==> src/rtl/irq_accept_pkg.sv <==
`timescale 1ns/1ps
package irq_accept_pkg;
  // Strobes from the control to the datapath
  typedef struct packed {
    logic doWrite;   // take the execute-stage write
    logic doShadow;  // refresh the lagged copy
    logic doPush;    // entry: save word, raise level
    logic doPop;     // return: restore saved word
    logic setOvf;    // entry refused on a full stack
  } dpCtrl_t;
endpackage

==> src/rtl/irq_accept_ctrl.sv <==
`timescale 1ns/1ps
module irq_accept_ctrl
  import irq_accept_pkg::*;
#(
  parameter int NUM_REQ = 4,
  parameter int LVL_W   = 4,
  localparam int IDX_W  = (NUM_REQ > 1) ? $clog2(NUM_REQ) : 1
) (
  input  logic                     clk,
  input  logic                     rstN,
  input  logic                     stateStrobe,
  input  logic                     atomicActive,
  input  logic                     retPulse,
  input  logic                     swWrEn,
  input  logic [NUM_REQ-1:0]       reqValid,
  input  logic [NUM_REQ*LVL_W-1:0] reqPrio,
  input  logic                     lagEnable,
  input  logic [LVL_W-1:0]         lagLevel,
  input  logic                     stackFull,
  input  logic                     stackEmpty,
  output dpCtrl_t                  ctl,
  output logic [IDX_W-1:0]         winIdx,
  output logic [LVL_W-1:0]         winPrio,
  output logic                     acceptValid
);
  logic winVld;
  logic candidate;

  // Strict greater-than scan: highest priority wins, lowest index keeps ties,
  // and priority 0 can never win.
  always_comb begin
    winVld  = 1'b0;
    winPrio = '0;
    winIdx  = '0;
    for (int i = 0; i < NUM_REQ; i++) begin
      if (reqValid[i] && (reqPrio[i*LVL_W +: LVL_W] > winPrio)) begin
        winVld  = 1'b1;
        winPrio = reqPrio[i*LVL_W +: LVL_W];
        winIdx  = IDX_W'(i);
      end
    end
  end

  assign candidate = stateStrobe && !atomicActive && !retPulse &&
                     lagEnable && winVld && (winPrio > lagLevel);

  always_comb begin
    ctl.doPop    = retPulse && !stackEmpty;
    ctl.doPush   = candidate && !stackFull;
    ctl.setOvf   = candidate && stackFull;
    ctl.doWrite  = swWrEn && !ctl.doPop;
    ctl.doShadow = stateStrobe;
  end

  assign acceptValid = ctl.doPush;

  a_r8_atomic_holds_off: assert property (@(posedge clk) disable iff (!rstN)
    atomicActive |-> !acceptValid);
  a_r7_no_accept_on_return: assert property (@(posedge clk) disable iff (!rstN)
    retPulse |-> !acceptValid);
  a_r10_strobe_only: assert property (@(posedge clk) disable iff (!rstN)
    !stateStrobe |-> !acceptValid);
  a_r6_single_stack_op: assert property (@(posedge clk) disable iff (!rstN)
    $onehot0({ctl.doPush, ctl.doPop}));
  a_r3_level_zero_never: assert property (@(posedge clk) disable iff (!rstN)
    acceptValid |-> (winPrio != '0));
endmodule

==> src/rtl/irq_accept_dp.sv <==
`timescale 1ns/1ps
module irq_accept_dp
  import irq_accept_pkg::*;
#(
  parameter int WORD_W = 16,
  parameter int LVL_W  = 4,
  parameter int EN_BIT = 11,
  parameter int DEPTH  = 8,
  localparam int LVL_LSB = WORD_W - LVL_W,
  localparam int PTR_W   = (DEPTH > 1) ? $clog2(DEPTH) : 1,
  localparam int CNT_W   = $clog2(DEPTH + 1)
) (
  input  logic              clk,
  input  logic              rstN,
  input  dpCtrl_t           ctl,
  input  logic [WORD_W-1:0] wrData,
  input  logic [LVL_W-1:0]  winPrio,
  output logic [WORD_W-1:0] statusWord,
  output logic              lagEnable,
  output logic [LVL_W-1:0]  lagLevel,
  output logic [WORD_W-1:0] savedWord,
  output logic              stackFull,
  output logic              stackEmpty,
  output logic              overflow
);
  logic [WORD_W-1:0] lagWord;
  logic [WORD_W-1:0] stackMem [DEPTH];
  logic [CNT_W-1:0]  depthCnt;
  logic [WORD_W-1:0] mergedWord;
  logic [WORD_W-1:0] enteredWord;
  logic [WORD_W-1:0] topWord;
  logic [PTR_W-1:0]  pushIdx;
  logic [PTR_W-1:0]  topIdx;

  assign mergedWord  = ctl.doWrite ? wrData : statusWord;
  assign enteredWord = {winPrio, mergedWord[LVL_LSB-1:0]};
  assign pushIdx     = PTR_W'(depthCnt);
  assign topIdx      = PTR_W'(depthCnt - 1'b1);
  assign topWord     = stackMem[topIdx];
  assign stackFull   = (depthCnt == CNT_W'(DEPTH));
  assign stackEmpty  = (depthCnt == '0);
  assign savedWord   = mergedWord;
  assign lagEnable   = lagWord[EN_BIT];
  assign lagLevel    = lagWord[WORD_W-1:LVL_LSB];

  always_ff @(posedge clk) begin
    if (!rstN) begin
      statusWord <= '0;
      lagWord    <= '0;
      depthCnt   <= '0;
      overflow   <= 1'b0;
    end else begin
      if (ctl.doPop) begin
        statusWord <= topWord;
        lagWord    <= topWord;
        depthCnt   <= depthCnt - 1'b1;
      end else if (ctl.doPush) begin
        statusWord <= enteredWord;
        lagWord    <= enteredWord;
        depthCnt   <= depthCnt + 1'b1;
      end else begin
        if (ctl.doWrite)  statusWord <= wrData;
        if (ctl.doShadow) lagWord    <= statusWord;
      end
      if (ctl.setOvf) overflow <= 1'b1;
    end
  end

  always_ff @(posedge clk) begin
    if (ctl.doPush) stackMem[pushIdx] <= mergedWord;
  end

  a_r9_no_overflow: assert property (@(posedge clk) disable iff (!rstN)
    depthCnt <= CNT_W'(DEPTH));
  a_r9_sticky_flag: assert property (@(posedge clk) disable iff (!rstN)
    overflow |=> overflow);
  a_r6_level_replaced: assert property (@(posedge clk) disable iff (!rstN)
    ctl.doPush |=> statusWord[WORD_W-1:LVL_LSB] == $past(winPrio));
  a_r7_restore_exact: assert property (@(posedge clk) disable iff (!rstN)
    ctl.doPop |=> statusWord == $past(topWord));
  a_r4_lag_follows: assert property (@(posedge clk) disable iff (!rstN)
    (ctl.doShadow && !ctl.doPush && !ctl.doPop) |=> lagWord == $past(statusWord));
endmodule

==> src/rtl/irq_accept_unit.sv <==
`timescale 1ns/1ps
module irq_accept_unit
  import irq_accept_pkg::*;
#(
  parameter int NUM_REQ = 4,
  parameter int LVL_W   = 4,
  parameter int WORD_W  = 16,
  parameter int EN_BIT  = 11,
  parameter int DEPTH   = 8,
  localparam int IDX_W  = (NUM_REQ > 1) ? $clog2(NUM_REQ) : 1
) (
  input  logic                     clk,
  input  logic                     rstN,
  input  logic                     stateStrobe,
  input  logic                     swWrEn,
  input  logic [WORD_W-1:0]        swWrData,
  input  logic [NUM_REQ-1:0]       reqValid,
  input  logic [NUM_REQ*LVL_W-1:0] reqPrio,
  input  logic                     atomicActive,
  input  logic                     retPulse,
  output logic                     acceptValid,
  output logic [IDX_W-1:0]         acceptIdx,
  output logic [LVL_W-1:0]         acceptPrio,
  output logic [WORD_W-1:0]        savedWord,
  output logic [WORD_W-1:0]        statusWord,
  output logic                     stackOverflow
);
  dpCtrl_t          ctl;
  logic             lagEnable;
  logic [LVL_W-1:0] lagLevel;
  logic             stackFull;
  logic             stackEmpty;

  irq_accept_ctrl #(.NUM_REQ(NUM_REQ), .LVL_W(LVL_W)) u_ctrl (
    .clk(clk), .rstN(rstN), .stateStrobe(stateStrobe),
    .atomicActive(atomicActive), .retPulse(retPulse), .swWrEn(swWrEn),
    .reqValid(reqValid), .reqPrio(reqPrio), .lagEnable(lagEnable),
    .lagLevel(lagLevel), .stackFull(stackFull), .stackEmpty(stackEmpty),
    .ctl(ctl), .winIdx(acceptIdx), .winPrio(acceptPrio),
    .acceptValid(acceptValid)
  );

  irq_accept_dp #(.WORD_W(WORD_W), .LVL_W(LVL_W), .EN_BIT(EN_BIT),
                  .DEPTH(DEPTH)) u_dp (
    .clk(clk), .rstN(rstN), .ctl(ctl), .wrData(swWrData),
    .winPrio(acceptPrio), .statusWord(statusWord), .lagEnable(lagEnable),
    .lagLevel(lagLevel), .savedWord(savedWord), .stackFull(stackFull),
    .stackEmpty(stackEmpty), .overflow(stackOverflow)
  );
endmodule

==> config.mk <==
export PLATFORM = sky130hd
export DESIGN_NAME = irq_accept_unit
export DESIGN_NICKNAME = d
export VERILOG_FILES = /design/src/rtl/irq_accept_pkg.sv /design/src/rtl/irq_accept_ctrl.sv /design/src/rtl/irq_accept_dp.sv /design/src/rtl/irq_accept_unit.sv
export SDC_FILE = /design/constraint.sdc
export NUM_CORES = 1
export LEC_CHECK = 0
export ABC_AREA = 0
export BUFFER_PORTS_ARGS = -buffer_cell sky130_fd_sc_hd__buf_2
export CORE_MARGIN = 3
export CORE_UTILIZATION = 50
export CTS_CLUSTER_SIZE = 8
export DETAILED_ROUTE_END_ITERATION = 10
export PLACE_DENSITY = 0.73
export SLEW_MARGIN = 20
export SYNTH_ARGS = -nofsm -noshare
export SYNTH_HDL_FRONTEND = slang
export SYNTH_SLANG_ARGS = --single-unit
==> constraint.sdc <==
create_clock -name clk -period 10.6 [get_ports clk]
set_input_delay 0.53 -clock clk [delete_from_list [all_inputs] [get_ports clk]]
set_output_delay 0.53 -clock clk [all_outputs]
set_load 0.01 [all_outputs]
==> metrics.cfg, run 1 <==
[power_and_ir_drop]
power_w=0.00214
power.density_nw_per_um2=261
power_switching_share=0.327
leakagePower_nw=2.97
power_frac_seq=0.377
clkPwrFrac=0.291
p_int_w=0.00144
ir_worst_vdd_v=0.000199
combinationalPowerShare=0.332
switchingPower_w=0.000699

[worst_setup_path]
slowest_stage=o211ai_1
required_ps=10070
worst-path-buf-inv=5
reg2reg_slack_ps=6680
timing_worst_setup_path_type=in2out
endpoint_kind=output pin
start_kind=input pin
crit_family=compound AO/OA/AOI/OAI gates
cp_max_fo=10
r2r_start=u_dp.depthCnt[0]
worstSetupEndpoint=acceptValid
rr_endpoint=u_dp.statusWord[15]
cp_slowest_stage_delay_ps=610
setup.worst_path.start=reqValid[0]
r2r_cells=11
cp.depth=31
arrival_ps=7450

[cells_and_area]
nets=613
fin_cells=744
layout_commonest_cell=edfxtp_1
syn_to_final_growth_pct=18.5
fill_cells=1019
antenna_cells=0
drive_above_1_share=0.322
final_cell_mix=edfxtp_1, buf_2, nor2_1, mux4_2, dfxtp_1
design_area_um2=8190

[hold_path]
hold_path_class=reg2reg

[die]
initial_core_util=0.516
die_x_um=124
core_um2=13400
ioPinCount=82
num_rows=42
die_area_um2=15300
die_h_um=124

[sta]
skew_ps=11.2
setup_violations=0
slew_violations=0
relSlewSlack=0.228
hold_viol_final=0
fmax_ghz=0.125
max_slew.worst_pin.slew_ps=1150
tns_ps=0
min_period_ps=7980
fin_crit_sh=0.753
rsz0062_at_grt=no

[clock_tree]
max-clock-path-buffers=2
cts_tree=built
cts_root_buf=clkbuf_16
clk_latency_ps=420
postCtsResizedCells=0
path_clk_slew_ps=60
cts_hold_buf=0
htreeDepth=4
cts_sinks=154
numCtsBuffers=17
post_cts_buffers=0

[synthesis]
syn_avg_cell_area_um2=14.7
ys_seq_elements=154
synth_warnings=0
ys_async_sr_fraction=0
yosysSeqAreaShare=0.631
synth_edf_count=128
synth_cell_types=57
ys.flop_type=edfxtp_1
syn_nets=527
netlist_area_um2=6920
synth_cells=469

[routing]
vias_per_cell=6.25
ant_nets=0
wl_per_cell_um=22.0
drt_iter0_drc=428
drt_wl_total_mm=16.4
vias=4653
remaining_drc_errors=0
first_pass_iters=9

[placed_design]
portBuffers=81
dp_cells=712
dpl-instance-area_um2=7570
place_congestion=0.933
dpl.hpwl_mm=10.1

[global_route]
grt_pass1_vias=4640
grtUsageTotal=0.226
antenna_found_initial=0
grt_max_degree=43
gr-total-overflow=0
grt_pass1_wl_mm=25.5

[status]
outcome=complete, no violations

[flow_run]
max_cap_violations=0

## power groups by stage
stage	registers [W]	logic, W	clock network (W)
finish	0.000807	0.000710	0.000621
CTS	0.000809	0.000708	0.000624
floorplan	0.000780	0.000522	0
global route	0.000818	0.000772	0.000651
detailed placement	0.000820	0.000697	0
global placement	0.000820	0.000682	0
## cells in the mapped netlist, types with 5 or more instances
master | count | area share
o211ai_1 | 5 | 0.0054
a222oi_1 | 11 | 0.016
a21oi_1 | 16 | 0.012
clkbuf_1 | 16 | 0.0087
mux2_2 | 17 | 0.028
nor3_1 | 12 | 0.0087
mux4_2 | 30 | 0.098
mux2i_1 | 6 | 0.0087
nor2_1 | 32 | 0.017
a31oi_1 | 5 | 0.0045
dfxtp_1 | 26 | 0.075
nand4_1 | 7 | 0.0063
a211oi_1 | 7 | 0.0076
o21ai_0 | 19 | 0.014
edfxtp_1 | 128 | 0.56
nand2b_1 | 5 | 0.0045
ha_1 | 16 | 0.029
nand2_1 | 19 | 0.010
inv_1 | 18 | 0.0098
## registers in the layout, indices dropped and copies added, names as in the netlist
| signal | cells |
|---|---|
| u_dp.stackMem | 128 |
| u_dp.statusWord | 16 |
| u_dp.overflow | 1 |
| u_dp.lagWord | 5 |
| u_dp.depthCnt | 4 |
## layout make-up
| type | instances | area (µm²) | share of cell area |
|---|---|---|---|
| flip-flops and latches | 154 | 4370 | 0.533 |
| multi-input cells | 275 | 2460 | 0.300 |
| inverters | 19 | 71.3 | 0.00870 |
| well taps | 176 | 220 | 0.0269 |
| clock buffers | 23 | 510 | 0.0623 |
| repair buffers | 88 | 458 | 0.0559 |
| clock inverters | 9 | 109 | 0.0133 |
## worst min path at each step
stage / start / cells past startpoint / end / slack, ps
final: u_dp.overflow / 2 / u_dp.overflow / 470
after global placement: u_dp.overflow / 2 / u_dp.overflow / 450
after floorplan: u_dp.overflow / 2 / u_dp.overflow / 500
after global routing: rstN / 3 / u_dp.statusWord[12] / 470
after CTS: rstN / 3 / u_dp.statusWord[15] / 450
after detailed placement: u_dp.overflow / 2 / u_dp.overflow / 470
## per-stage QoR
stage	hold slack (ps)	utilization	worst slack, ps
detailed placement	472	0.565	2360
floorplan	505	-	2630
CTS	447	0.611	2750
global route	468	0.611	1930
global placement	454	0.565	2780
finish	470	0.611	2620
## worst reg2reg max path, stage by stage (launching register included)
cell and delay [ps]:
dfxtp_4 850, inv_1 370, ha_2 310, nand2b_1 110, o21ai_2 60, buf_4 240, nand2_1 810, mux2_2 510
nand2_1 110, o221ai_1 140, o31ai_1 230, a21oi_1 70
## logic make-up after synthesis
group                      count (synthesis)  synth area share
muxes                                     53             0.134
xor gates and xnor gates                   1           0.00127
and+or+nand+nor                          103            0.0743
buffers and inverters                     40            0.0232
adders and majority gates                 16            0.0289
AOI/OAI and AO/OA                        102             0.107
DFF                                      154             0.631
## layer usage
metal  vias up  track usage  routed length, µm
met5         -            0                  0
met4         0       0.0934                368
met3        28       0.0431               1080
met2       224        0.368               8190
met1      2331        0.302               6740
li1       2070            -                  -
(Power assumes the default switching activity.)
==> run 2, diff against run 1 <==
- clock period: 10.6 -> 7.65 ns (I/O delays scaled with it)
==> run 2 against run 1 <==
Against the previous run: die area did not move; combinational power increased by 48%; critical path type unchanged; core utilization rose by 0.48 points; highest routed layer unchanged.
==> metrics.cfg, run 2 (synthesized netlist as in run 1, its figures left out) <==
[global_route]
grt_pass1_wl_mm=24.9
grtUsageTotal=0.220
gr-total-overflow=0
antenna_found_initial=0
grt_pass1_vias=4595
grt_max_degree=43

[cells_and_area]
fin_cells=752
syn_to_final_growth_pct=19.4
fill_cells=981
largest_reg_flops=128
layout_commonest_cell=edfxtp_1
design_area_um2=8260
regArea_um2=4370
post-route-util=0.616
top_regs=u_dp.stackMem: 128 flops, u_dp.statusWord: 16 flops, u_dp.lagWord: 5 flops
final_cell_mix=edfxtp_1, buf_2, nor2_1, mux4_2, dfxtp_1
nets=622
regMostFlops=u_dp.stackMem
drive_above_1_share=0.333
multiInputGateArea_um2=2440
antenna_cells=0

[worst_setup_path]
required_ps=7270
cp_slowest_stage_delay_ps=520
cp_max_fo=10
crit_family=compound AO/OA/AOI/OAI gates
worst-path-buf-inv=6
start_kind=input pin
slowest_stage=a211oi_1
endpoint_kind=output pin
timing_worst_setup_path_type=in2out
arrival_ps=6610

[sta]
hold_slack_ps=316
setup_violations=0
max_slew.worst_pin.slew_ps=1110
fmax_ghz=0.143
fin_crit_sh=0.914
slew_violations=0
skew_ps=12.3
min_period_ps=6990
rsz0062_at_grt=no
tns_ps=0
hold_viol_final=0
relSlewSlack=0.243

[power_and_ir_drop]
p_int_w=0.00204
power_frac_seq=0.355
combinationalPowerShare=0.349
switchingPower_w=0.000972
power_switching_share=0.323
leakagePower_nw=3.02
ir_worst_vdd_v=0.000208
clkPwrFrac=0.296
power.density_nw_per_um2=364

[routing]
drt_iter0_drc=395
first_pass_iters=5
vias_per_cell=6.16
remaining_drc_errors=0
wl_per_cell_um=21.4
drt_wl_total_mm=16.1
ant_nets=0
vias=4634

[die]
initial_core_util=0.516
die_h_um=124
num_rows=42
ioPinCount=82
die_x_um=124
core_um2=13400
die_area_um2=15300

[placed_design]
dpl.hpwl_mm=10.4
portBuffers=81
dp_cells=721
dpl-instance-area_um2=7620
place_congestion=0.847

[clock_tree]
cts_tree=built
max-clock-path-buffers=2
path_clk_slew_ps=60
clk_latency_ps=410
cts_root_buf=clkbuf_16
htreeDepth=4
numCtsBuffers=17
cts_sinks=154

[flow_run]
max_cap_violations=0

[hold_path]
hold_path_class=in2reg

[status]
outcome=complete, no violations

-- run 2: cell types whose count changed in the layout (fill, tap and decap cells not counted), sizes merged --
| cell | previous run | this run |
|---|---|---|
| buf | 88 | 97 |
| bufinv | 2 | 5 |
| clkbuf | 23 | 19 |
| clkinv | 5 | 4 |
| clkinvlp | 1 | 3 |
| inv | 20 | 19 |
-- run 2: power by group through the flow --
| stage | Sequential (W) | Clock [W] | Combinational (W) |
|---|---|---|---|
| CTS | 0.00107 | 0.000900 | 0.00105 |
| global route | 0.00107 | 0.000940 | 0.00114 |
| finish | 0.00107 | 0.000891 | 0.00105 |
| detailed placement | 0.00108 | 0 | 0.00103 |
| global placement | 0.00108 | 0 | 0.00101 |
| floorplan | 0.00108 | 0 | 0.000724 |
-- run 2: tightest hold or removal path, stage by stage --
cell     delay (ps)
buf_2           170
o31ai_1          80
a21oi_1          40
-- run 2: path summary, 6_finish.rpt --
| path | startpoint | slack, ps | end | depth (start not counted) |
|---|---|---|---|---|
| setup / recovery | reqValid[0] | 660 | acceptValid | 32 |
| hold / removal | rstN | 320 | u_dp.statusWord[15] | 3 |
| setup reg to reg | u_dp.depthCnt[0] | 4040 | u_dp.statusWord[13] | 11 |
| hold reg to reg | u_dp.overflow | 460 | u_dp.overflow | 2 |
-- run 2: metal layers --
layer	part of all wire	up-vias	track usage
met5	0	-	0
met4	0.012	0	0.0588
met3	0.074	16	0.0563
met2	0.51	204	0.377
met1	0.41	2330	0.280
li1	-	2084	-
-- run 2: timing repair --
action / 4_1_cts / 5_1_grt
resized for setup: 0 / 1
setup buffers: 0 / 0
endpoints found under the setup margin: 0 / 1
hold buffers: 0 / 0
-- run 2: stage by stage --
stage,power (W),setup slack [ps]
CTS,0.00301,441
floorplan,0.00180,-173
global route,0.00316,163
global placement,0.00209,657
finish,0.00301,660
detailed placement,0.00212,357
-- run 2: layout make-up --
type                    count  area share
multi-input cells         275       0.296
repair buffers             97      0.0636
clock inverters            12      0.0242
inverters                  19     0.00864
flip-flops and latches    154       0.529
clock buffers              19      0.0524
well taps                 176      0.0267
